==> src/rtl/capture_timer_pkg.sv <==
package capture_timer_pkg;
  localparam logic [2:0] MODE_CAP     = 3'b010;
  localparam logic [2:0] MODE_CAP_ONE = 3'b110;

  typedef struct packed {
    logic cntInc;
    logic cntClr;
    logic capLoad;
  } tmrStrobe_t;
endpackage

==> src/rtl/capture_timer_ctrl.sv <==
module capture_timer_ctrl
  import capture_timer_pkg::*;
(
  input  logic       clk,
  input  logic       rst_n,
  input  logic [2:0] mode,
  input  logic       cntEn,
  input  logic       capStb,
  input  logic       startStb,
  input  logic       cntMax,
  output tmrStrobe_t stb,
  output logic       wrapNow,
  output logic       wrapFlag
);
  logic isCap, isOne, capMode, running, pending, countOk;

  assign isCap   = (mode == MODE_CAP);
  assign isOne   = (mode == MODE_CAP_ONE);
  assign capMode = isCap | isOne;
  assign countOk = isOne ? running : 1'b1;

  always_comb begin
    stb.cntInc  = cntEn & countOk;
    stb.capLoad = capStb & (isCap | (isOne & running));
    stb.cntClr  = stb.capLoad;
  end

  assign wrapNow = stb.cntInc & cntMax;

  // single-shot run state
  always_ff @(posedge clk or negedge rst_n) begin
    if (!rst_n)           running <= 1'b0;
    else if (!isOne)      running <= 1'b0;
    else if (stb.capLoad) running <= 1'b0;
    else if (startStb)    running <= 1'b1;
  end

  // wrap seen since last capture, resolved only by a capture
  always_ff @(posedge clk or negedge rst_n) begin
    if (!rst_n)           pending <= 1'b0;
    else if (!capMode)    pending <= 1'b0;
    else if (stb.capLoad) pending <= 1'b0;
    else if (wrapNow)     pending <= 1'b1;
  end

  always_ff @(posedge clk or negedge rst_n) begin
    if (!rst_n)           wrapFlag <= 1'b0;
    else if (stb.capLoad) wrapFlag <= pending | wrapNow;
  end
endmodule

==> src/rtl/capture_timer_dp.sv <==
module capture_timer_dp
  import capture_timer_pkg::*;
#(
  parameter int CNT_W = 16
) (
  input  logic             clk,
  input  logic             rst_n,
  input  tmrStrobe_t       stb,
  output logic             cntMax,
  output logic [CNT_W-1:0] capReg
);
  localparam logic [CNT_W-1:0] ALL_ONES = {CNT_W{1'b1}};
  localparam logic [CNT_W-1:0] ONE      = {{(CNT_W-1){1'b0}}, 1'b1};

  logic [CNT_W-1:0] cntVal;

  assign cntMax = (cntVal == ALL_ONES);

  always_ff @(posedge clk or negedge rst_n) begin
    if (!rst_n)          cntVal <= '0;
    else if (stb.cntClr) cntVal <= '0;
    else if (stb.cntInc) cntVal <= cntVal + ONE;
  end

  always_ff @(posedge clk or negedge rst_n) begin
    if (!rst_n)           capReg <= '0;
    else if (stb.capLoad) capReg <= cntVal;
  end
endmodule

==> src/rtl/capture_timer.sv <==
module capture_timer
  import capture_timer_pkg::*;
#(
  parameter int CNT_W = 16
) (
  input  logic             clk,
  input  logic             rst_n,
  input  logic [2:0]       mode,
  input  logic             cntEn,
  input  logic             capStb,
  input  logic             startStb,
  output logic [CNT_W-1:0] capData,
  output logic [7:0]       status
);
  tmrStrobe_t stb;
  logic cntMax, wrapNow, wrapFlag, capLoad;

  capture_timer_ctrl u_ctrl (
    .clk(clk), .rst_n(rst_n), .mode(mode), .cntEn(cntEn),
    .capStb(capStb), .startStb(startStb), .cntMax(cntMax),
    .stb(stb), .wrapNow(wrapNow), .wrapFlag(wrapFlag)
  );

  capture_timer_dp #(.CNT_W(CNT_W)) u_dp (
    .clk(clk), .rst_n(rst_n), .stb(stb), .cntMax(cntMax), .capReg(capData)
  );

  assign capLoad = stb.capLoad;
  assign status  = {7'b0000000, wrapFlag};
endmodule

==> config.mk <==
export PLATFORM = sky130hd
export DESIGN_NAME = capture_timer
export DESIGN_NICKNAME = d
export VERILOG_FILES = /design/src/rtl/capture_timer_pkg.sv /design/src/rtl/capture_timer_ctrl.sv /design/src/rtl/capture_timer_dp.sv /design/src/rtl/capture_timer.sv
export SDC_FILE = /design/constraint.sdc
export NUM_CORES = 1
export LEC_CHECK = 0
export ABC_AREA = 1
export BUFFER_PORTS_ARGS = -buffer_cell sky130_fd_sc_hd__buf_4
export CAP_MARGIN = 0
export CORE_MARGIN = 4
export CORE_UTILIZATION = 25
export DETAILED_ROUTE_END_ITERATION = 8
export GPL_TIMING_DRIVEN = 0
export PLACE_DENSITY = 0.51
export SYNTH_ARGS = -nofsm -noshare
export SYNTH_HDL_FRONTEND = slang
export SYNTH_HIERARCHICAL = 1
export SYNTH_SLANG_ARGS = --single-unit
==> constraint.sdc <==
create_clock -name clk -period 1.77 [get_ports clk]
set_input_delay 0.531 -clock clk [delete_from_list [all_inputs] [get_ports clk]]
set_output_delay 0.531 -clock clk [all_outputs]
set_load 0.03 [all_outputs]
==> impl_metrics.env <==
export IMPL_power_leakage_nw=1.055
export IMPL_core_rowCount=29
export IMPL_setup_tns_ps=0
export IMPL_regToRegStartpoint="u_ctrl/running"
export IMPL_final_setup_margin_ps=172.9
export IMPL_clock_sinks=35
export IMPL_grt_max_degree=36
export IMPL_worst_r2r_endpoint="u_dp/cntVal[15]"
export IMPL_timing_max_transition_violations_final=0
export IMPL_crit_path_max_incr_delay_ps=380
export IMPL_timing_clock_skew_ps=7.241
export IMPL_die_height_um=90.99
export IMPL_start_util_pct=26.36
export IMPL_post_cts_repair_setup_buffers=0
export IMPL_worst_r2r_cell_count=9
export IMPL_worstHoldPathType="primary input to asynchronous set/reset pin"
export IMPL_syn_mean_instance_area_sq_um=8.874
export IMPL_final_net_count=240
export IMPL_port_buffers=24
export IMPL_via_count=1288
export IMPL_crit_buf_inv=3
export IMPL_tritoncts="built"
export IMPL_die_area_sq_um=8278
export IMPL_worst_ep_required_time_ps=1950
export IMPL_pre_cts_ws_ps=-362.8
export IMPL_cts_htree_levels=2
export IMPL_routabilityCongestion=0.7462
export IMPL_vdd_drop_max_mv=0.3556
export IMPL_drc_errors=0
export IMPL_grt_pass1_vias=1284
export IMPL_setup_worst_path_start_class="primary input"
export IMPL_ioPinCount=32
export IMPL_netlist_instances=194
export IMPL_reg2reg_slack_ps=190
export IMPL_finalCriticalPeriod_ps=1597
export IMPL_critical_path_depth=11
export IMPL_wire_per_inst_um=11.36
export IMPL_path_clk_slew_ps=70
export IMPL_final_antenna_net_count=0
export IMPL_grt_setup_unrepaired="no"
export IMPL_final_period_utilization_pct=90.23
export IMPL_powerDensity_nw_per_um2=1146
export IMPL_grt_total_usage_pct=9.196
export IMPL_floorplan_die_width_um=90.99
export IMPL_drt_initial_drc_count=51
export IMPL_clock_path_buffers=2
export IMPL_antenna_cells_inserted=0
export IMPL_detail_route_first_pass_iterations=4
export IMPL_critPathTopFamily="simple AND/OR/NAND/NOR gates"
export IMPL_drive_above_1_share_pct=29.74
export IMPL_layout_cells_most_common="nand2_1"
export IMPL_design_core_area_sq_um=6531
export IMPL_clock_latency_ps=290
export IMPL_setup_worst_path_end_class="flop"
export IMPL_gr_total_overflow=0
export IMPL_status="completed"
export IMPL_route_final_wire_length_um=3511
export IMPL_arrival_ps=1780
export IMPL_critical_path_cell_chain="buf_4, inv_1, nor2_2, a21boi_1, nor2_4, inv_1, nand2_1, nor2_4, nand3_1, nand2_1, nor2_1"
export IMPL_number_of_fillers_in_the_final_layout=709
export IMPL_worst_setup_path_startpoint="mode[2]"
export IMPL_yosys_warnings=6
export IMPL_max_clock_freq_mhz=626.1
export IMPL_cts_root_buffer="clkbuf_8"
export IMPL_multi_input_combinational_cell_area_sq_um=718.2
export IMPL_hold_viol_final=0
export IMPL_vias_cell=4.168
export IMPL_hpwl_um=2610
export IMPL_initial_antenna_violation_count=0
export IMPL_cts_buffers=5
export IMPL_critPathSlowestCell="a21boi_1"
export IMPL_timing_final_setup_violations=0
export IMPL_crit_type="primary input to flop"
export IMPL_final_cell_mix="nand2_1, dfrtp_1, buf_4, nor2_1, inv_1"
export IMPL_layout_area_seq_sq_um=875.8
export IMPL_netlist_area_pre_place_sq_um=1722
export IMPL_maxCapViolations=0
export IMPL_grt_first_pass_wirelength_um=6106
export IMPL_crit_path_max_fanout=4
export IMPL_syn_to_final_growth_pct=24.49
==> area by class of cell <==
type	count	share of cell area, %
clock buffer	6	3.853
tap	77	4.495
inverter	19	3.327
clock inverter	2	1.635
buffer	12	3.911
sequential	35	40.86
timing repair buffer	24	8.406
multi-input combinational	134	33.51
==> how the worst max path moves through the flow <==
stage                           end
global route        u_dp/cntVal[13]
CTS                 u_dp/cntVal[15]
detailed placement  u_dp/cntVal[15]
global placement    u_dp/cntVal[15]
finish              u_dp/cntVal[15]
floorplan           u_dp/cntVal[15]
==> worst reg2reg max path, delay by kind of cell (launching register included) <==
kind,cells,cell delay (ps)
AO/OA/AOI/OAI,1,380
buffers and inverters,1,110
AND/OR/NAND/NOR,7,600
flip-flops,1,380
==> routing by layer <==
metal | wire [um] | GRT usage, % | up-vias
li1 | - | - | 674
met1 | 1755 | 12.31 | 581
met2 | 1559 | 14.10 | 28
met3 | 160 | 2.975 | 5
met4 | 36 | 3.015 | 0
met5 | 0 | 0 | -
==> flip-flops by register name (all words and copies together), names as in the netlist <==
signal and cells:
u_dp/capReg 16, u_dp/cntVal 16, u_ctrl/pending 1, u_ctrl/running 1
u_ctrl/wrapFlag 1
==> metrics by stage <==
stage               power (mW)  instances  hold slack [ps]  util, %  area [sq um]
floorplan                1.497        200            235.4        -          1744
global placement         1.729        301            473.7    30.94          2021
detailed placement       1.741        301            474.1    30.94          2021
CTS                      2.498        309            205.7    32.74          2138
global route             2.614        309            216.2    32.82          2143
finish                   2.456        309            195.2    32.82          2143
==> power by group <==
part	internal [mW]	total, mW	switching (mW)	leakage [nW]
clock	0.456	0.740	0.285	0.0612
combinational	0.254	0.640	0.386	0.536
sequential	0.950	1.08	0.126	0.458
==> what timing repair did <==
action	4_1_cts	5_1_grt
hold buffers	0	0
endpoints found under the setup margin	4	11
hold endpoints to repair	0	0
resized for setup	1	2
pin swaps	0	2
Note: power is estimated with default switching activity, not from simulation.
